$ cat src/rtl/sysctl_pkg.sv
package sysctl_pkg;
  typedef enum logic [2:0] {
    CTL_BANK      = 3'd0,
    CTL_DISP_OFF  = 3'd1,
    CTL_LINE625   = 3'd2,
    CTL_COMPVID   = 3'd3,
    CTL_CAS_MOTOR = 3'd4,
    CTL_BEEP      = 3'd5,
    CTL_PRN_STB   = 3'd6,
    CTL_CAS_WR    = 3'd7
  } ctl_idx_e;

  localparam logic [7:0] PORT_STAT_A = 8'h1C;
  localparam logic [7:0] PORT_STAT_B = 8'h1D;
endpackage

$ cat src/rtl/sysctl_decode.sv
module sysctl_decode #(
  parameter int unsigned ADDR_W  = 16,
  parameter int unsigned DATA_W  = 8,
  parameter int unsigned NUM_CTL = 8,
  parameter int unsigned VAL_BIT = 4,
  parameter logic [7:0]  PORT_A  = sysctl_pkg::PORT_STAT_A,
  parameter logic [7:0]  PORT_B  = sysctl_pkg::PORT_STAT_B,
  localparam int unsigned SEL_W  = $clog2(NUM_CTL)
) (
  input  logic               clk,
  input  logic               rst_n,
  input  logic [ADDR_W-1:0]  io_addr,
  input  logic [DATA_W-1:0]  io_wdata,
  input  logic               io_wr,
  input  logic               io_rd,
  output logic [NUM_CTL-1:0] ctl_wen,
  output logic               ctl_val,
  output logic               rd_a,
  output logic               rd_b
);
  logic [7:0]       low_byte;
  logic [SEL_W-1:0] sel;
  logic             hit_a;
  logic             hit_b;
  logic             wr_hit;
  logic             unused_bits;

  assign low_byte    = io_addr[7:0];
  assign sel         = io_wdata[SEL_W-1:0];
  assign unused_bits = ^{io_addr[ADDR_W-1:8], io_wdata[DATA_W-1:VAL_BIT+1], io_wdata[VAL_BIT-1:SEL_W]};

  always_comb begin
    hit_a  = (low_byte == PORT_A);
    hit_b  = (low_byte == PORT_B);
    wr_hit = io_wr && (hit_a || hit_b);
    rd_a   = io_rd && hit_a;
    rd_b   = io_rd && hit_b;
  end

  assign ctl_val = io_wdata[VAL_BIT];

  for (genvar i = 0; i < NUM_CTL; i++) begin : g_wen
    assign ctl_wen[i] = wr_hit && (sel == SEL_W'(i));
  end

  // one write touches at most one control
  p_single_target_r1: assert property (@(posedge clk) disable iff (!rst_n)
    $onehot0(ctl_wen));

  // strobes only appear for a decoded low byte
  p_decode_ports_r5: assert property (@(posedge clk) disable iff (!rst_n)
    (ctl_wen != '0) |-> (io_addr[7:0] == PORT_A || io_addr[7:0] == PORT_B));

  // the two read selects never overlap
  p_read_excl_r9: assert property (@(posedge clk) disable iff (!rst_n)
    !(rd_a && rd_b));
endmodule

$ cat src/rtl/sysctl_ffbank.sv
module sysctl_ffbank #(
  parameter int unsigned NUM_CTL = 8
) (
  input  logic               clk,
  input  logic               rst_n,
  input  logic [NUM_CTL-1:1] ctl_wen,
  input  logic               ctl_val,
  output logic [NUM_CTL-1:1] ctl_q
);
  for (genvar i = 1; i < NUM_CTL; i++) begin : g_ff
    logic q_r;
    logic q_nxt;

    always_comb begin
      q_nxt = q_r;
      if (ctl_wen[i]) q_nxt = ctl_val;
    end

    always_ff @(posedge clk or negedge rst_n) begin
      if (!rst_n) q_r <= 1'b0;
      else        q_r <= q_nxt;
    end

    assign ctl_q[i] = q_r;

    // selected control takes the written value
    p_load_r1: assert property (@(posedge clk) disable iff (!rst_n)
      ctl_wen[i] |=> (ctl_q[i] == $past(ctl_val)));

    // unselected control keeps its value
    p_hold_r1: assert property (@(posedge clk) disable iff (!rst_n)
      !ctl_wen[i] |=> $stable(ctl_q[i]));
  end
endmodule

$ cat src/rtl/sysctl_bankdefer.sv
module sysctl_bankdefer (
  input  logic clk,
  input  logic rst_n,
  input  logic bank_wen,
  input  logic bank_val,
  input  logic m1_n,
  output logic bank_sel
);
  logic pend_r;
  logic pend_nxt;
  logic bank_r;
  logic bank_nxt;
  logic bank_en;

  assign bank_en = !m1_n;

  always_comb begin
    pend_nxt = pend_r;
    if (bank_wen) pend_nxt = !bank_val;
    bank_nxt = bank_r;
    if (bank_en) bank_nxt = pend_r;
  end

  always_ff @(posedge clk or negedge rst_n) begin
    if (!rst_n) begin
      pend_r <= 1'b1;
      bank_r <= 1'b1;
    end else begin
      pend_r <= pend_nxt;
      bank_r <= bank_nxt;
    end
  end

  assign bank_sel = bank_r;

  // pending state stores the inverse of the written bit
  p_pend_inverse_r3: assert property (@(posedge clk) disable iff (!rst_n)
    bank_wen |=> (pend_r == !$past(bank_val)));

  // no bank change without an opcode fetch
  p_no_fetch_hold_r3: assert property (@(posedge clk) disable iff (!rst_n)
    m1_n |=> $stable(bank_sel));

  // a fetch edge applies the value pending before it
  p_fetch_apply_r4: assert property (@(posedge clk) disable iff (!rst_n)
    !m1_n |=> (bank_sel == $past(pend_r)));
endmodule

$ cat src/rtl/sysctl_status.sv
module sysctl_status (
  input  logic       clk,
  input  logic       rst_n,
  input  logic       rd_a,
  input  logic       rd_b,
  input  logic       cas_rdata,
  input  logic       prn_busy,
  input  logic       prn_ack,
  input  logic       model_id,
  input  logic [1:0] boot_mode,
  input  logic       reset_sw,
  input  logic       colour_board_n,
  output logic [7:0] rdata
);
  logic [7:0] byte_a;
  logic [7:0] byte_b;

  always_comb begin
    byte_a = {reset_sw, 2'b00, colour_board_n, 1'b0, model_id, 2'b00};
    byte_b = {cas_rdata, 1'b1, 1'b0, prn_busy, prn_ack, model_id, boot_mode};
    rdata  = 8'h00;
    if (rd_a)      rdata = byte_a;
    else if (rd_b) rdata = byte_b;
  end

  // the second status byte always carries a one in bit 6
  p_fixed_one_r6: assert property (@(posedge clk) disable iff (!rst_n)
    rd_b |-> rdata[6]);

  // the first status byte never drives bit 6, 5, 3, 1 or 0
  p_zero_bits_r7: assert property (@(posedge clk) disable iff (!rst_n)
    rd_a |-> ((rdata & 8'h6B) == 8'h00));

  // no read select, no data
  p_idle_zero_r9: assert property (@(posedge clk) disable iff (!rst_n)
    !(rd_a || rd_b) |-> (rdata == 8'h00));
endmodule

$ cat src/rtl/sysctl_bitlatch.sv
module sysctl_bitlatch #(
  parameter int unsigned ADDR_W  = 16,
  parameter int unsigned DATA_W  = 8,
  parameter int unsigned NUM_CTL = 8,
  parameter int unsigned VAL_BIT = 4
) (
  input  logic              clk,
  input  logic              rst_n,
  input  logic [ADDR_W-1:0] io_addr,
  input  logic [DATA_W-1:0] io_wdata,
  input  logic              io_wr,
  input  logic              io_rd,
  input  logic              m1_n,
  input  logic              cas_rdata,
  input  logic              prn_busy,
  input  logic              prn_ack,
  input  logic              model_id,
  input  logic [1:0]        boot_mode,
  input  logic              reset_sw,
  input  logic              colour_board_n,
  output logic [7:0]        io_rdata,
  output logic              rom_overlay,
  output logic              disp_off,
  output logic              line625,
  output logic              comp_video,
  output logic              cas_motor,
  output logic              beep_on,
  output logic              prn_strobe,
  output logic              cas_wdata
);
  import sysctl_pkg::*;

  logic               rst_s1;
  logic               rst_s2;
  logic [NUM_CTL-1:0] ctl_wen;
  logic               ctl_val;
  logic               rd_a;
  logic               rd_b;
  logic [NUM_CTL-1:1] ctl_q;

  always_ff @(posedge clk or negedge rst_n) begin
    if (!rst_n) begin
      rst_s1 <= 1'b0;
      rst_s2 <= 1'b0;
    end else begin
      rst_s1 <= 1'b1;
      rst_s2 <= rst_s1;
    end
  end

  sysctl_decode #(
    .ADDR_W(ADDR_W), .DATA_W(DATA_W), .NUM_CTL(NUM_CTL), .VAL_BIT(VAL_BIT)
  ) u_decode (
    .clk(clk), .rst_n(rst_s2), .io_addr(io_addr), .io_wdata(io_wdata),
    .io_wr(io_wr), .io_rd(io_rd), .ctl_wen(ctl_wen), .ctl_val(ctl_val),
    .rd_a(rd_a), .rd_b(rd_b)
  );

  sysctl_ffbank #(.NUM_CTL(NUM_CTL)) u_ffbank (
    .clk(clk), .rst_n(rst_s2), .ctl_wen(ctl_wen[NUM_CTL-1:1]),
    .ctl_val(ctl_val), .ctl_q(ctl_q)
  );

  sysctl_bankdefer u_bank (
    .clk(clk), .rst_n(rst_s2), .bank_wen(ctl_wen[CTL_BANK]),
    .bank_val(ctl_val), .m1_n(m1_n), .bank_sel(rom_overlay)
  );

  sysctl_status u_status (
    .clk(clk), .rst_n(rst_s2), .rd_a(rd_a), .rd_b(rd_b),
    .cas_rdata(cas_rdata), .prn_busy(prn_busy), .prn_ack(prn_ack),
    .model_id(model_id), .boot_mode(boot_mode), .reset_sw(reset_sw),
    .colour_board_n(colour_board_n), .rdata(io_rdata)
  );

  assign disp_off   = ctl_q[CTL_DISP_OFF];
  assign line625    = ctl_q[CTL_LINE625];
  assign comp_video = ctl_q[CTL_COMPVID];
  assign cas_motor  = ctl_q[CTL_CAS_MOTOR];
  assign beep_on    = ctl_q[CTL_BEEP];
  assign prn_strobe = ctl_q[CTL_PRN_STB];
  assign cas_wdata  = ctl_q[CTL_CAS_WR];

  // a write to the beeper index reaches the beeper pin
  p_beep_map_r2: assert property (@(posedge clk) disable iff (!rst_s2)
    ctl_wen[CTL_BEEP] |=> (beep_on == $past(io_wdata[VAL_BIT])));
endmodule

$ cat config.mk
export PLATFORM = sky130hd
export DESIGN_NAME = sysctl_bitlatch
export DESIGN_NICKNAME = d
export VERILOG_FILES = /design/src/rtl/sysctl_pkg.sv /design/src/rtl/sysctl_decode.sv /design/src/rtl/sysctl_ffbank.sv /design/src/rtl/sysctl_bankdefer.sv /design/src/rtl/sysctl_status.sv /design/src/rtl/sysctl_bitlatch.sv
export SDC_FILE = /design/constraint.sdc
export NUM_CORES = 1
export LEC_CHECK = 0
export ABC_AREA = 1
export ABC_CLOCK_PERIOD_IN_PS = 1420
export BUFFER_PORTS_ARGS = -buffer_cell sky130_fd_sc_hd__buf_2
export CORE_ASPECT_RATIO = 0.75
export CORE_MARGIN = 8
export CORE_UTILIZATION = 40
export CTS_CLUSTER_DIAMETER = 30
export CTS_CLUSTER_SIZE = 24
export DETAILED_ROUTE_END_ITERATION = 10
export PLACE_DENSITY = 0.79
export SLEW_MARGIN = 5
export SYNTH_ARGS = -nofsm -noshare
export SYNTH_HDL_FRONTEND = slang
export SYNTH_HIERARCHICAL = 1
export SYNTH_SLANG_ARGS = --single-unit
$ cat constraint.sdc
create_clock -name clk -period 1.42 [get_ports clk]
set_clock_uncertainty 0.05 [all_clocks]
set_input_delay 0.213 -clock clk [delete_from_list [all_inputs] [get_ports clk]]
set_output_delay 0.213 -clock clk [all_outputs]
set_load 0.03 [all_outputs]
==> flow_summary.yaml, run 1 <==
status:
  status: "finished, violations left"
  violations: "setup timing"
critical_path:
  crit_family: "simple AND/OR/NAND/NOR gates"
  path_buf_inv: 4
  crit_fanout: 7
  end_kind: "output port"
  startpoint_type: "input port"
  rr_startpoint: "u_bank/bank_sel$_DFFE_PN1N_"
  r2r-end: "u_bank/bank_sel$_DFFE_PN1N_"
  path_cells: "buf_6, inv_2, nand2_2, nor2_4, nand2_2, nor2_2, buf_6, nand2_2, nor2_2, buf_6"
  critPathRequiredTime_ps: 1160
  arrival_ps: 1200
  slowest_stage: "buf_6"
  max_stage_delay_ps: 150
  critical_path_class: "input port to output port"
  reg2regPathDepth: 2
  r2r_setup_slack_ps: 680
synthesis:
  synth-seq-cells: 11
  synthCells: 115
  yosysWarnings: 6
  avgSynthCellArea_um2: 6.484
  synth_fp_nets: 152
  yosys.cell_types.count: 14
  synth_area_um2: 745.7
  ys_top_cells_by_area: "dfrtp_1 (30%), nand2_1 (21%), inv_1 (10%)"
  synth_top_cell_area_share_pct: 30.20
  synth_top_area_cell: "dfrtp_1"
  ys_seq_area_share_pct: 37.25
sta:
  rsz0062_at_grt: "yes"
  setup_viol: 6
  period_needed_ps: 1468
  slew_violations: 0
  setup_tns_ps: -176.1
  post-route-period-util_pct: 103.4
  worst_slack_ps: -47.79
  clock.fmax_ghz: 0.6813
  finalHoldViolations: 0
clock_network:
  clk_latency_ps: 270
  htree_levels: 1
  cts_tree: "yes"
  numCtsBuffers: 3
  cts_root_buffer: "clkbuf_4"
  clk_pin_slew_ps: 60
  cts_sinks: 11
  clockBufferDepth: 2
worst_hold_path:
  hold_class: "register to asynchronous set/reset pin"
finish:
  final_layout_size_suffix_gt1_share_pct: 51.57
  final_nets: 197
  final_cell_mix: "nand2_1 (33), buf_2 (29), inv_1 (16)"
  finalNonFillerCells: 181
  final_common_cell: "nand2_1"
  diodes: 0
  syn_to_final_growth_pct: 55.70
pwr:
  peakVddDrop_mv: 0.6237
  leakage_uw: 0.0006314
  total_power_uw: 640.4
  power.density_mw_per_mm2: 551.5
floorplanning:
  initial_core_util_pct: 42.85
  die_h_um: 53.39
  dieArea_mm2: 0.003516
  num_rows: 13
  core_mm2: 0.001740
  io_pins: 53
  die_w_um: 65.86
route:
  dr.max_layer_used: "met4"
  dr.pass1.iters: 4
  via_per_inst: 4.315
  wl_met2_um: 1205
  wl_met3_um: 83
  met1_length_um: 698
  vias: 781
  ant_nets: 0
  initialDrtViolationCount: 7
  wl_per_cell_um: 11.13
  route.detailed.drc: 0
  totalWireLength_um: 2014
placed_design:
  place_ws_ps: -44.47
  gp_congestion: 0.7612
  portBuffers: 39
  hpwl_um: 1464
  dp.cells: 170
global_route:
  gr-usage-all-layers_pct: 10.80
  grt_max_degree: 10
  grt_pass1_wl_um: 2904
  overflow: 0
  grt_pass1_vias: 698
  antenna_found_initial: 0
flow_run:
  maxCapViolCount: 0
-- worst max-delay path by stage --
stage / startpoint / endpoint / slack, ps / depth (start not counted)
global placement: io_addr[5] / io_rdata[7] / 3 / 11
finish: io_addr[7] / io_rdata[0] / -50 / 10
global route: io_addr[7] / io_rdata[6] / -110 / 10
CTS: io_addr[5] / io_rdata[7] / -10 / 11
detailed placement: io_addr[5] / io_rdata[0] / -40 / 10
floorplan: io_addr[5] / io_rdata[0] / 40 / 7
-- final cells by class --
type | count | area, µm²
Fill cell | 125 | 579.3
Multi-Input combinational cell | 73 | 404.1
Timing Repair Buffer | 50 | 346.6
Sequential cell | 11 | 277.8
Inverter | 21 | 78.83
Tap cell | 22 | 27.53
Clock buffer | 4 | 26.28
-- cell usage after synthesis, drive strengths merged --
| cell | n |
|---|---|
| dfstp | 2 |
| buf | 10 |
| inv | 21 |
| dfrtp | 9 |
| nor2 | 17 |
| conb | 2 |
| nand2 | 43 |
| nand3 | 10 |
| o21a | 1 |
-- kinds of logic (layout without fill, tap and decap cells) --
logic type	Yosys count	in the layout	share of synthesized area (%)
AOI/OAI and AO/OA	1	1	1.007
other	2	2	1.007
DFF	11	11	37.25
buffers and inverters	31	75	21.14
and+or+nand+nor	70	70	39.60
-- through the flow --
step | hold WS [ps] | area, µm² | util, %
2_1_floorplan | -132.6 | 748.2 | -
4_1_cts | 90.31 | 1035 | 59.45
3_3_place_gp | -52.16 | 922.1 | 52.98
6_report | 99.19 | 1161 | 66.71
5_1_grt | 104.9 | 1161 | 66.71
3_5_place_dp | -49.43 | 922.1 | 52.98
-- per-layer routing --
metal / up-vias / track usage [%]
met4: 0 / 5.415
met1: 357 / 10.06
li1: 412 / -
met3: 2 / 3.368
met5: - / 0
met2: 10 / 21.00
-- timing repair --
item                       4_1_cts  5_1_grt
hold buffers                     1        0
pin swaps                        4       11
hold endpoints to repair         2        0
setup buffers                    4        3
resized for setup               16       31
setup endpoints to repair        7       15
-- power by group --
part / total, µW / internal, µW / switching (µW)
sequential: 328 / 321 / 7.18
combinational: 104 / 46.1 / 58.1
clock: 208 / 109 / 99.0
total: 640 / 476 / 164
-- state kept, by name, summed over array words and instances (netlist names) --
register / cells
u_bank/bank_sel: 1
u_ffbank/g_ff.q_r: 7
u_bank/pend_r: 1
rst_s2: 1
rst_s1: 1
Note: power is estimated with default switching activity, not from simulation.
==> run 2: changes to the inputs <==
Settings changed: ABC_AREA 1 to unset, CORE_UTILIZATION 40 to 37, PLACE_DENSITY 0.79 to 0.77.
==> flow_summary.yaml, run 2 <==
placed_design:
  portBuffers: 39
  dp.cells: 116
  hpwl_um: 1468
  place_area_um2: 867.1
  gp_congestion: 0.7993
  place_ws_ps: -646.1
route:
  route.detailed.drc: 0
  wl_per_cell_um: 17.58
  dr.pass1.iters: 3
  via_per_inst: 4.849
  vias: 611
  initialDrtViolationCount: 9
  ant_nets: 0
  totalWireLength_um: 2215
critical_path:
  rr_startpoint: "u_bank/pend_r$_DFFE_PN1P_"
  crit_fanout: 5
  critical_path_class: "input port to output port"
  r2r-end: "u_bank/pend_r$_DFFE_PN1P_"
  end_kind: "output port"
  startpoint_type: "input port"
  crit_top_cell: "buf_6"
  max_stage_delay_ps: 590
  reg2regPathDepth: 2
  arrival_ps: 1740
  critPathRequiredTime_ps: 1160
  slowest_stage: "or4b_4"
  r2r_setup_slack_ps: 580
  path_cells: "buf_6, or4b_4, nor4b_4, nor2b_4, and2_4, buf_6"
status:
  status: "finished, violations left"
  violations: "setup timing"
sta:
  clock.fmax_ghz: 0.4987
  rsz0062_at_grt: "yes"
  worst_slack_ps: -585.4
  worst_hold_slack_ps: 51.38
  slew_violations: 0
  period_needed_ps: 2005
  post-route-period-util_pct: 141.2
  setup_viol: 15
  finalHoldViolations: 0
flow_run:
  maxCapViolCount: 0
global_route:
  gr-usage-all-layers_pct: 12.93
  grt_pass1_wl_um: 3450
  antenna_found_initial: 0
  overflow: 0
  grt_max_degree: 10
  grt_pass1_vias: 687
clock_network:
  numCtsBuffers: 3
  htree_levels: 1
  cts_tree: "yes"
  clk_latency_ps: 260
  cts_sinks: 11
  clockBufferDepth: 2
  cts_root_buffer: "clkbuf_4"
  clk_pin_slew_ps: 70
finish:
  final_cell_mix: "buf_2 (30), buf_6 (10), dfrtp_1 (9), nor4_4 (9)"
  finalNonFillerCells: 126
  final_nets: 142
  syn_to_final_growth_pct: 76.43
  fillCellCount: 138
  largest_reg_flops: 7
  final_layout_size_suffix_gt1_share_pct: 76.92
  stdcell_area_mm2: 0.001161
  final_common_cell: "buf_2"
  diodes: 0
  regMostFlops: "u_ffbank/g_ff.q_r"
floorplanning:
  num_rows: 13
  initial_core_util_pct: 38.53
  core_mm2: 0.001708
  die_w_um: 64.70
  dieArea_mm2: 0.003398
  io_pins: 53
  die_h_um: 52.53
worst_hold_path:
  worst_hold_path.num_cells: 2
  hold_end: "u_bank/bank_sel$_DFFE_PN1N_"
  hold_class: "input port to register"
  worstHoldStart: "m1_n"
synthesis:
  yosys.cell_types.count: 23
  ys_top_cells_by_area: "dfrtp_1 (34%), mux2_2 (12%), buf_4 (10%)"
  synthTopCellsByCount: "buf_4 (9), dfrtp_1 (9), nor4_1 (8)"
  yosysWarnings: 6
  synth_edf_count: 0
  synth_area_um2: 658.1
  ys_seq_area_share_pct: 42.21
  avgSynthCellArea_um2: 10.79
  synthArstFlopShare_pct: 100.0
  synth-seq-cells: 11
  synth_top_area_cell: "dfrtp_1"
  synth_top_cell_area_share_pct: 34.22
  yosys_most_used_dff: "dfrtp_1"
  synthCells: 61
  synth_fp_nets: 98
pwr:
  power.density_mw_per_mm2: 571.1
  total_power_uw: 663.1
  peakVddDrop_mv: 0.7107
  leakage_uw: 0.0005761
-- run 2: changes by cell type after synthesis, sizes merged, moves of 2 or more --
cell    change
and2        +3
nor2       -17
inv        -19
o21ai       +2
nand2      -39
mux2        +7
nand2b      +2
nand3       -9
nor4        +9
-- run 2: cells by family after synthesis --
logic type,count (synthesis),share of synthesized area (%)
compound gates,4,3.992
buf+inv,12,13.12
flops,11,42.21
mux,8,13.50
other cells,2,1.141
simple gates,24,26.04
-- run 2: power by group --
part	internal (µW)	switching, µW	leakage (µW)
registers	323	7.93	0.000142
clock network	108	95.8	0.0000150
logic	52.9	74.8	0.000419
total	485	179	0.000576
-- run 2: stage by stage --
step | util (%) | setup TNS [ps]
2_1_floorplan | - | -5435
3_3_place_gp | 50.77 | -7824
3_5_place_dp | 50.77 | -8250
4_1_cts | 66.37 | -4903
5_1_grt | 67.99 | -6444
6_report | 67.99 | -6028
-- run 2: final cells by class --
type | count | area (µm²) | area share [%]
Tap cell | 22 | 27.53 | 2.371
Sequential cell | 11 | 277.8 | 23.92
Clock buffer | 4 | 26.28 | 2.263
Timing Repair Buffer | 49 | 340.3 | 29.31
Inverter | 2 | 7.507 | 0.6466
Multi-Input combinational cell | 38 | 481.7 | 41.49
-- run 2: worst max path at each step --
stage / from / end / slack (ps) / depth (start not counted)
after floorplan: io_addr[5] / io_rdata[0] / -590 / 5
after global placement: io_addr[5] / io_rdata[1] / -600 / 6
after detailed placement: io_addr[5] / io_rdata[3] / -650 / 6
after CTS: io_addr[6] / io_rdata[3] / -570 / 6
after global routing: io_addr[5] / io_rdata[0] / -630 / 6
final: io_addr[5] / io_rdata[0] / -590 / 6
-- run 2: routing by layer --
layer  share of wire, %  vias up  GRT usage (%)
li1                   -      294              -
met1                 39      303          13.93
met2                 57       14          25.04
met3                4.1        0          3.632
met4                  0        0          2.166
met5                  0        -              0
-- run 2: critical path: cells and delay by family --
family,cells,cell delay (ps)
simple gates,4,1300
buf+inv,2,220
-- run 2: what timing repair did --
| action | 4_1_cts | 5_1_grt |
|---|---|---|
| hold endpoints to repair | 2 | 0 |
| endpoints found under the setup margin | 15 | 15 |
| pin swaps | 13 | 8 |
| hold buffers | 1 | 0 |
| gates resized for setup | 39 | 5 |
| setup buffers | 4 | 1 |
